--- config.mk ---
export PLATFORM = sky130hd
export DESIGN_NAME = ir_carrier_gen
export DESIGN_NICKNAME = d
export VERILOG_FILES = /design/src/rtl/ir_carrier_pkg.sv /design/src/rtl/ir_carrier_regs.sv /design/src/rtl/ir_carrier_timer.sv /design/src/rtl/ir_carrier_out.sv /design/src/rtl/ir_carrier_gen.sv
export SDC_FILE = /design/constraint.sdc
export NUM_CORES = 1
export LEC_CHECK = 0
export BUFFER_PORTS_ARGS = -buffer_cell sky130_fd_sc_hd__buf_4
export CAP_MARGIN = 0
export CORE_ASPECT_RATIO = 0.9
export CORE_MARGIN = 1
export CORE_UTILIZATION = 57
export CTS_CLUSTER_DIAMETER = 30
export DETAILED_ROUTE_END_ITERATION = 10
export HOLD_SLACK_MARGIN = 0.05
export PLACE_DENSITY_LB_ADDON = 0.05
export SYNTH_ARGS = -nofsm -noshare
export SYNTH_HDL_FRONTEND = slang
export SYNTH_SLANG_ARGS = --single-unit
--- constraint.sdc ---
create_clock -name clk_i -period 1.9 [get_ports clk_i]
set_input_delay 0.19 -clock clk_i [delete_from_list [all_inputs] [get_ports clk_i]]
set_output_delay 0.19 -clock clk_i [all_outputs]
set_load 0.05 [all_outputs]
--- src/rtl/ir_carrier_pkg.sv ---
package ir_carrier_pkg;
  localparam int unsigned ADDR_W     = 3;
  localparam int unsigned A_CTRL     = 0;
  localparam int unsigned A_PRI_HI   = 1;
  localparam int unsigned A_PRI_LO   = 2;
  localparam int unsigned A_SEC_HI   = 3;
  localparam int unsigned A_SEC_LO   = 4;
  localparam int unsigned N_CNT_REGS = 4;

  typedef struct packed {
    logic fsk;
    logic en;
  } ctrl_t;
endpackage

--- src/rtl/ir_carrier_regs.sv ---
module ir_carrier_regs
  import ir_carrier_pkg::*;
#(
  parameter int unsigned DATA_W = 8,
  parameter int unsigned CNT_W  = 6
) (
  input  logic              clk_i,
  input  logic              rst_ni,
  input  logic              wr_i,
  input  logic [ADDR_W-1:0] addr_i,
  input  logic [DATA_W-1:0] wdata_i,
  output logic [DATA_W-1:0] rdata_o,
  output ctrl_t             ctrl_o,
  output logic              latch_o,
  output logic [CNT_W-1:0]  pri_hi_o,
  output logic [CNT_W-1:0]  pri_lo_o,
  output logic [CNT_W-1:0]  sec_hi_o,
  output logic [CNT_W-1:0]  sec_lo_o
);
  localparam logic [ADDR_W-1:0] AD_CTRL   = ADDR_W'(A_CTRL);
  localparam logic [ADDR_W-1:0] AD_PRI_HI = ADDR_W'(A_PRI_HI);
  localparam logic [ADDR_W-1:0] AD_PRI_LO = ADDR_W'(A_PRI_LO);

  logic [CNT_W-1:0] cnt_q [N_CNT_REGS];
  ctrl_t            ctrl_q;
  logic             latch_q;

  // control and direct-drive latch: reset
  always_ff @(posedge clk_i or negedge rst_ni) begin
    if (!rst_ni) begin
      ctrl_q  <= '0;
      latch_q <= 1'b0;
    end else if (wr_i) begin
      if (addr_i == AD_CTRL) ctrl_q <= ctrl_t'(wdata_i[1:0]);
      if (addr_i == AD_PRI_HI || addr_i == AD_PRI_LO) latch_q <= wdata_i[DATA_W-1];
    end
  end

  // count storage: deliberately no reset
  always_ff @(posedge clk_i) begin
    for (int i = 0; i < int'(N_CNT_REGS); i++) begin
      if (wr_i && addr_i == ADDR_W'(int'(A_PRI_HI) + i)) cnt_q[i] <= wdata_i[CNT_W-1:0];
    end
  end

  always_comb begin
    rdata_o = '0;
    if (addr_i == AD_CTRL) rdata_o[1:0] = ctrl_q;
    for (int i = 0; i < int'(N_CNT_REGS); i++) begin
      if (addr_i == ADDR_W'(int'(A_PRI_HI) + i)) rdata_o[CNT_W-1:0] = cnt_q[i];
    end
  end

  logic unused_wbits;
  assign unused_wbits = ^wdata_i[DATA_W-2:CNT_W];

  assign ctrl_o   = ctrl_q;
  assign latch_o  = latch_q;
  assign pri_hi_o = cnt_q[0];
  assign pri_lo_o = cnt_q[1];
  assign sec_hi_o = cnt_q[2];
  assign sec_lo_o = cnt_q[3];
endmodule

--- src/rtl/ir_carrier_timer.sv ---
module ir_carrier_timer #(
  parameter int unsigned CNT_W = 6
) (
  input  logic             clk_i,
  input  logic             rst_ni,
  input  logic             en_i,
  input  logic             fsk_i,
  input  logic             pair_sel_i,
  input  logic [CNT_W-1:0] pri_hi_i,
  input  logic [CNT_W-1:0] pri_lo_i,
  input  logic [CNT_W-1:0] sec_hi_i,
  input  logic [CNT_W-1:0] sec_lo_i,
  output logic             running_o,
  output logic             phase_o,
  output logic             sel_o,
  output logic [CNT_W-1:0] cnt_o
);
  localparam logic [CNT_W-1:0] ONE = {{(CNT_W-1){1'b0}}, 1'b1};

  logic             running_q, phase_q, sel_q;
  logic [CNT_W-1:0] cnt_q, hi_act, lo_act;
  logic             next_sel;

  assign next_sel = fsk_i & pair_sel_i;
  assign hi_act   = sel_q ? sec_hi_i : pri_hi_i;
  assign lo_act   = sel_q ? sec_lo_i : pri_lo_i;

  always_ff @(posedge clk_i or negedge rst_ni) begin
    if (!rst_ni) begin
      running_q <= 1'b0;
      phase_q   <= 1'b0;
      sel_q     <= 1'b0;
      cnt_q     <= '0;
    end else if (!en_i) begin
      running_q <= 1'b0;
      phase_q   <= 1'b0;
      cnt_q     <= '0;
    end else if (!running_q) begin
      running_q <= 1'b1;
      phase_q   <= 1'b1;
      cnt_q     <= ONE;
      sel_q     <= next_sel;
    end else if (phase_q) begin
      if (cnt_q == hi_act) begin
        phase_q <= 1'b0;
        cnt_q   <= ONE;
      end else begin
        cnt_q <= cnt_q + ONE;
      end
    end else begin
      if (cnt_q == lo_act) begin
        // period boundary: pair choice is resampled only here
        phase_q <= 1'b1;
        cnt_q   <= ONE;
        sel_q   <= next_sel;
      end else begin
        cnt_q <= cnt_q + ONE;
      end
    end
  end

  assign running_o = running_q;
  assign phase_o   = phase_q;
  assign sel_o     = sel_q;
  assign cnt_o     = cnt_q;
endmodule

--- src/rtl/ir_carrier_out.sv ---
module ir_carrier_out (
  input  logic en_i,
  input  logic running_i,
  input  logic phase_i,
  input  logic latch_i,
  output logic carrier_o
);
  assign carrier_o = (en_i && running_i) ? phase_i : latch_i;
endmodule

--- src/rtl/ir_carrier_gen.sv ---
module ir_carrier_gen
  import ir_carrier_pkg::*;
#(
  parameter int unsigned DATA_W = 8,
  parameter int unsigned CNT_W  = 6
) (
  input  logic              clk_i,
  input  logic              rst_ni,
  input  logic              reg_wr_i,
  input  logic [ADDR_W-1:0] reg_addr_i,
  input  logic [DATA_W-1:0] reg_wdata_i,
  output logic [DATA_W-1:0] reg_rdata_o,
  input  logic              pair_sel_i,
  output logic              carrier_o
);
  ctrl_t            ctrl;
  logic             latch, running, phase, sel;
  logic [CNT_W-1:0] pri_hi, pri_lo, sec_hi, sec_lo, cnt;

  ir_carrier_regs #(.DATA_W(DATA_W), .CNT_W(CNT_W)) u_regs (
    .clk_i    (clk_i),
    .rst_ni   (rst_ni),
    .wr_i     (reg_wr_i),
    .addr_i   (reg_addr_i),
    .wdata_i  (reg_wdata_i),
    .rdata_o  (reg_rdata_o),
    .ctrl_o   (ctrl),
    .latch_o  (latch),
    .pri_hi_o (pri_hi),
    .pri_lo_o (pri_lo),
    .sec_hi_o (sec_hi),
    .sec_lo_o (sec_lo)
  );

  ir_carrier_timer #(.CNT_W(CNT_W)) u_timer (
    .clk_i      (clk_i),
    .rst_ni     (rst_ni),
    .en_i       (ctrl.en),
    .fsk_i      (ctrl.fsk),
    .pair_sel_i (pair_sel_i),
    .pri_hi_i   (pri_hi),
    .pri_lo_i   (pri_lo),
    .sec_hi_i   (sec_hi),
    .sec_lo_i   (sec_lo),
    .running_o  (running),
    .phase_o    (phase),
    .sel_o      (sel),
    .cnt_o      (cnt)
  );

  ir_carrier_out u_out (
    .en_i      (ctrl.en),
    .running_i (running),
    .phase_i   (phase),
    .latch_i   (latch),
    .carrier_o (carrier_o)
  );
endmodule

==> results.json <==
{
  "top_level_ports": 24,
  "drv_slew": 0,
  "post-route-drc-count": 0,
  "synth-async-reset-ratio_pct": 33.3,
  "hp-class": "primary input to register",
  "critical_path.max_fanout": 14,
  "avgViaCountPerCell": 5.64,
  "gp_routability_congestion": 0.760,
  "setup_ws_ns": 0.141,
  "final_cell_area_excluding_filler_cells_um2": 2200,
  "chipWidth_um": 62.3,
  "std_cell_rows": 19,
  "post-route-period-util_pct": 92.6,
  "effective_utilization_at_floorplan_pct": 60.4,
  "drtPass1Iterations": 4,
  "1st_iter_drt_viols": 36,
  "area_growth_pct": 17.7,
  "power-per-cell-area_nw_per_um2": 961,
  "setup.worst_path.end_class": "register",
  "final_nets": 187,
  "hpwlAfterDp_um": 2570,
  "critical_path_launch_point_type": "register",
  "fp.dieH_um": 56.3,
  "synth_commonest_cells": "sky130_fd_sc_hd__edfxtp_1 (24), sky130_fd_sc_hd__mux2i_1 (18), sky130_fd_sc_hd__dfrtp_1 (12)",
  "slowest_stage": "sky130_fd_sc_hd__or3_4",
  "run_status": "completed",
  "tritoncts_num_sinks": 36,
  "fin_setup_tns_ns": 0,
  "vdd.ir_drop.worst_mv": 0.804,
  "cell_by_cell_listing_of_the_critical_path": "buf_12, mux2i_1, xnor2_1, or3_4, o211ai_1, nand3b_1",
  "grt_remaining_overflow": 0,
  "ys_ff_latch": 36,
  "grt_start_max_net_pins": 18,
  "crit_buf_inv": 1,
  "dieArea_um2": 3510,
  "diodes": 0,
  "clkLatencyLatePin_ns": 0.33,
  "drive_above_1_share_pct": 24.4,
  "placedInstanceArea_um2": 2040,
  "clock_buffer_depth": 2,
  "critical_path.top_delay_family": "simple AND/OR/NAND/NOR gates",
  "grt_antenna_before_repair": 0,
  "htree_num_levels": 2,
  "io_buffer_count": 20,
  "cp.required_ns": 2.11,
  "synth_top_area_share_pct": 38.6,
  "synthFlopType": "sky130_fd_sc_hd__edfxtp_1",
  "yosys.area.top_type": "sky130_fd_sc_hd__edfxtp_1",
  "global_route.usage.total_pct": 22.3,
  "avgSynthCellArea_um2": 13.1,
  "timing_worst_slew_pin_value_ns": 0.535,
  "fmaxAchievable_mhz": 569,
  "worstSetupPathType": "register to register",
  "worst_setup_timing_slack_at_the_placement_stage_ns": 0.142,
  "via_count_of_the_first_global_routing_pass": 1244,
  "timing.max_slew.rel_slack_pct": 64.2,
  "hold_violations": 0,
  "post-synth-top-count-cell": "sky130_fd_sc_hd__edfxtp_1",
  "yosysWarningCount": 0,
  "routed-via-count": 1206,
  "route.antenna.remaining_nets": 0,
  "finalCriticalPeriod_ns": 1.76,
  "cts_tree": "built",
  "grt_pass1_wl_um": 5820,
  "p_leak_nw": 0.862,
  "ys_top_cells_by_area": "sky130_fd_sc_hd__edfxtp_1 (39%), sky130_fd_sc_hd__dfrtp_1 (16%), sky130_fd_sc_hd__mux2i_1 (9.7%)",
  "grt_setup_unrepaired": "no",
  "seq_area_frac_synth_pct": 54.7,
  "syn-cell-area_um2": 1870,
  "post_drt_wl_per_cell_um": 16.3,
  "drv.max_cap_violation_count": 0,
  "critical-path-max-stage-delay_ns": 0.42,
  "clockRootBuffer": "sky130_fd_sc_hd__clkbuf_4",
  "setup_viol": 0,
  "register_clock_pin_slew_on_the_reported_worst_setup_and_hold_paths_ns": 0.11,
  "number_of_cts_inserted_buffers": 5,
  "synth_cell_types": 37,
  "number_of_enable_type_register_cells_in_the_synthesized_netlist": 24,
  "post_synthesis_instance_total": 142,
  "routed_wirelength_um": 3480,
  "core_region_area_um2": 3090,
  "cp.arrival_ns": 1.97,
  "worst_clock_skew_ns": 0.00831
}
[area by class of cell]
type                            instances  area, um^2
Clock inverter                          3        42.5
Inverter                                1        3.75
Timing Repair Buffer                   31         263
Tap cell                               42        52.6
Clock buffer                            5        37.5
Fill cell                             245         893
Multi-Input combinational cell         96         777
Sequential cell                        36        1020
[stage by stage]
stage	util [%]	power, mW	hold slack [ns]	std cells
floorplan	-	1.48	-0.106	143
global placement	66.2	1.59	0.0295	199
detailed placement	66.2	1.60	0.0379	199
CTS	70.7	2.13	0.0518	213
global route	71.1	2.21	0.0542	214
finish	71.1	2.11	0.0778	214
[report_power, final]
part	switching, mW	internal (mW)	total, mW	leakage [nW]
clock network	0.245	0.274	0.519	0.0412
logic	0.336	0.292	0.628	0.448
registers	0.0651	0.900	0.965	0.373
[logic make-up after synthesis]
group | share of synthesized area (%)
AO/OA/AOI/OAI | 7.31
adder cells (fa/ha/maj) | 0.670
flip-flops | 54.7
other | 0.201
XOR/XNOR | 7.51
multiplexers | 12.1
AND/OR/NAND/NOR | 13.5
buffers and inverters | 4.02
[worst paths after layout]
kind | start | end | slack [ns] | depth (start not counted)
max in group asynchronous | rst_ni | u_timer.cnt_o[5] | 1.53 | 2
worst min register to register | u_regs.latch_o | u_regs.latch_o | 0.52 | 1
min in group asynchronous | rst_ni | u_regs.latch_o | 0.21 | 2
worst max register to register | u_timer.sel_o | u_timer.sel_o | 0.14 | 6
worst max-delay path | u_timer.sel_o | u_timer.sel_o | 0.14 | 6
worst min-delay path | reg_wdata_i[7] | u_regs.latch_o | 0.08 | 2
[metal layers]
| metal | routed length (um) | part of all wire (%) | GRT usage [%] | vias up |
|---|---|---|---|---|
| met5 | 0 | 0 | 0 | - |
| met4 | 36 | 1.0 | 7.97 | 0 |
| met3 | 118 | 3.4 | 5.49 | 5 |
| met1 | 1580 | 45 | 28.9 | 587 |
| li1 | - | - | - | 589 |
| met2 | 1740 | 50 | 36.7 | 25 |
[placed cells by master, fill, tap and decap left out, drive strengths merged, types with 2 or more instances in the layout]
cell type,count
dlygate4sd3,7
mux2i,18
nor2,6
nand2b,2
nand2,3
nand3,4
nor4,5
conb,2
o31a,2
xor2,7
edfxtp,24
a22oi,6
nor3b,2
mux2,4
dfrtp,12
a31oi,2
nor2b,5
xnor2,9
buf,24
o22ai,6
nor3,2
and3,2
clkbuf,5
[state kept, by name, indices dropped and copies added (netlist names)]
signal             count
u_timer.sel_o          1
u_timer.phase_o        1
u_timer.cnt_o          6
u_timer.running_o      1
u_regs.cnt_q          24
u_regs.ctrl_o          2
u_regs.latch_o         1
[worst reg2reg max path, delay by kind of cell, from the launching register on]
family,cells,cell delay [ns]
AOI/OAI and AO/OA,1,0.19
muxes,1,0.26
buffers and inverters,1,0.16
xor gates and xnor gates,1,0.10
DFF,1,0.39
and+or+nand+nor,2,0.54
[repair_timing]
| item | 4_1_cts | 5_1_grt |
|---|---|---|
| hold buffers | 6 | 1 |
| resized for setup | 0 | 1 |
| setup buffers | 0 | 0 |
| hold endpoints to repair | 30 | 4 |
| endpoints found under the setup margin | 0 | 1 |
(Power assumes the default switching activity.)
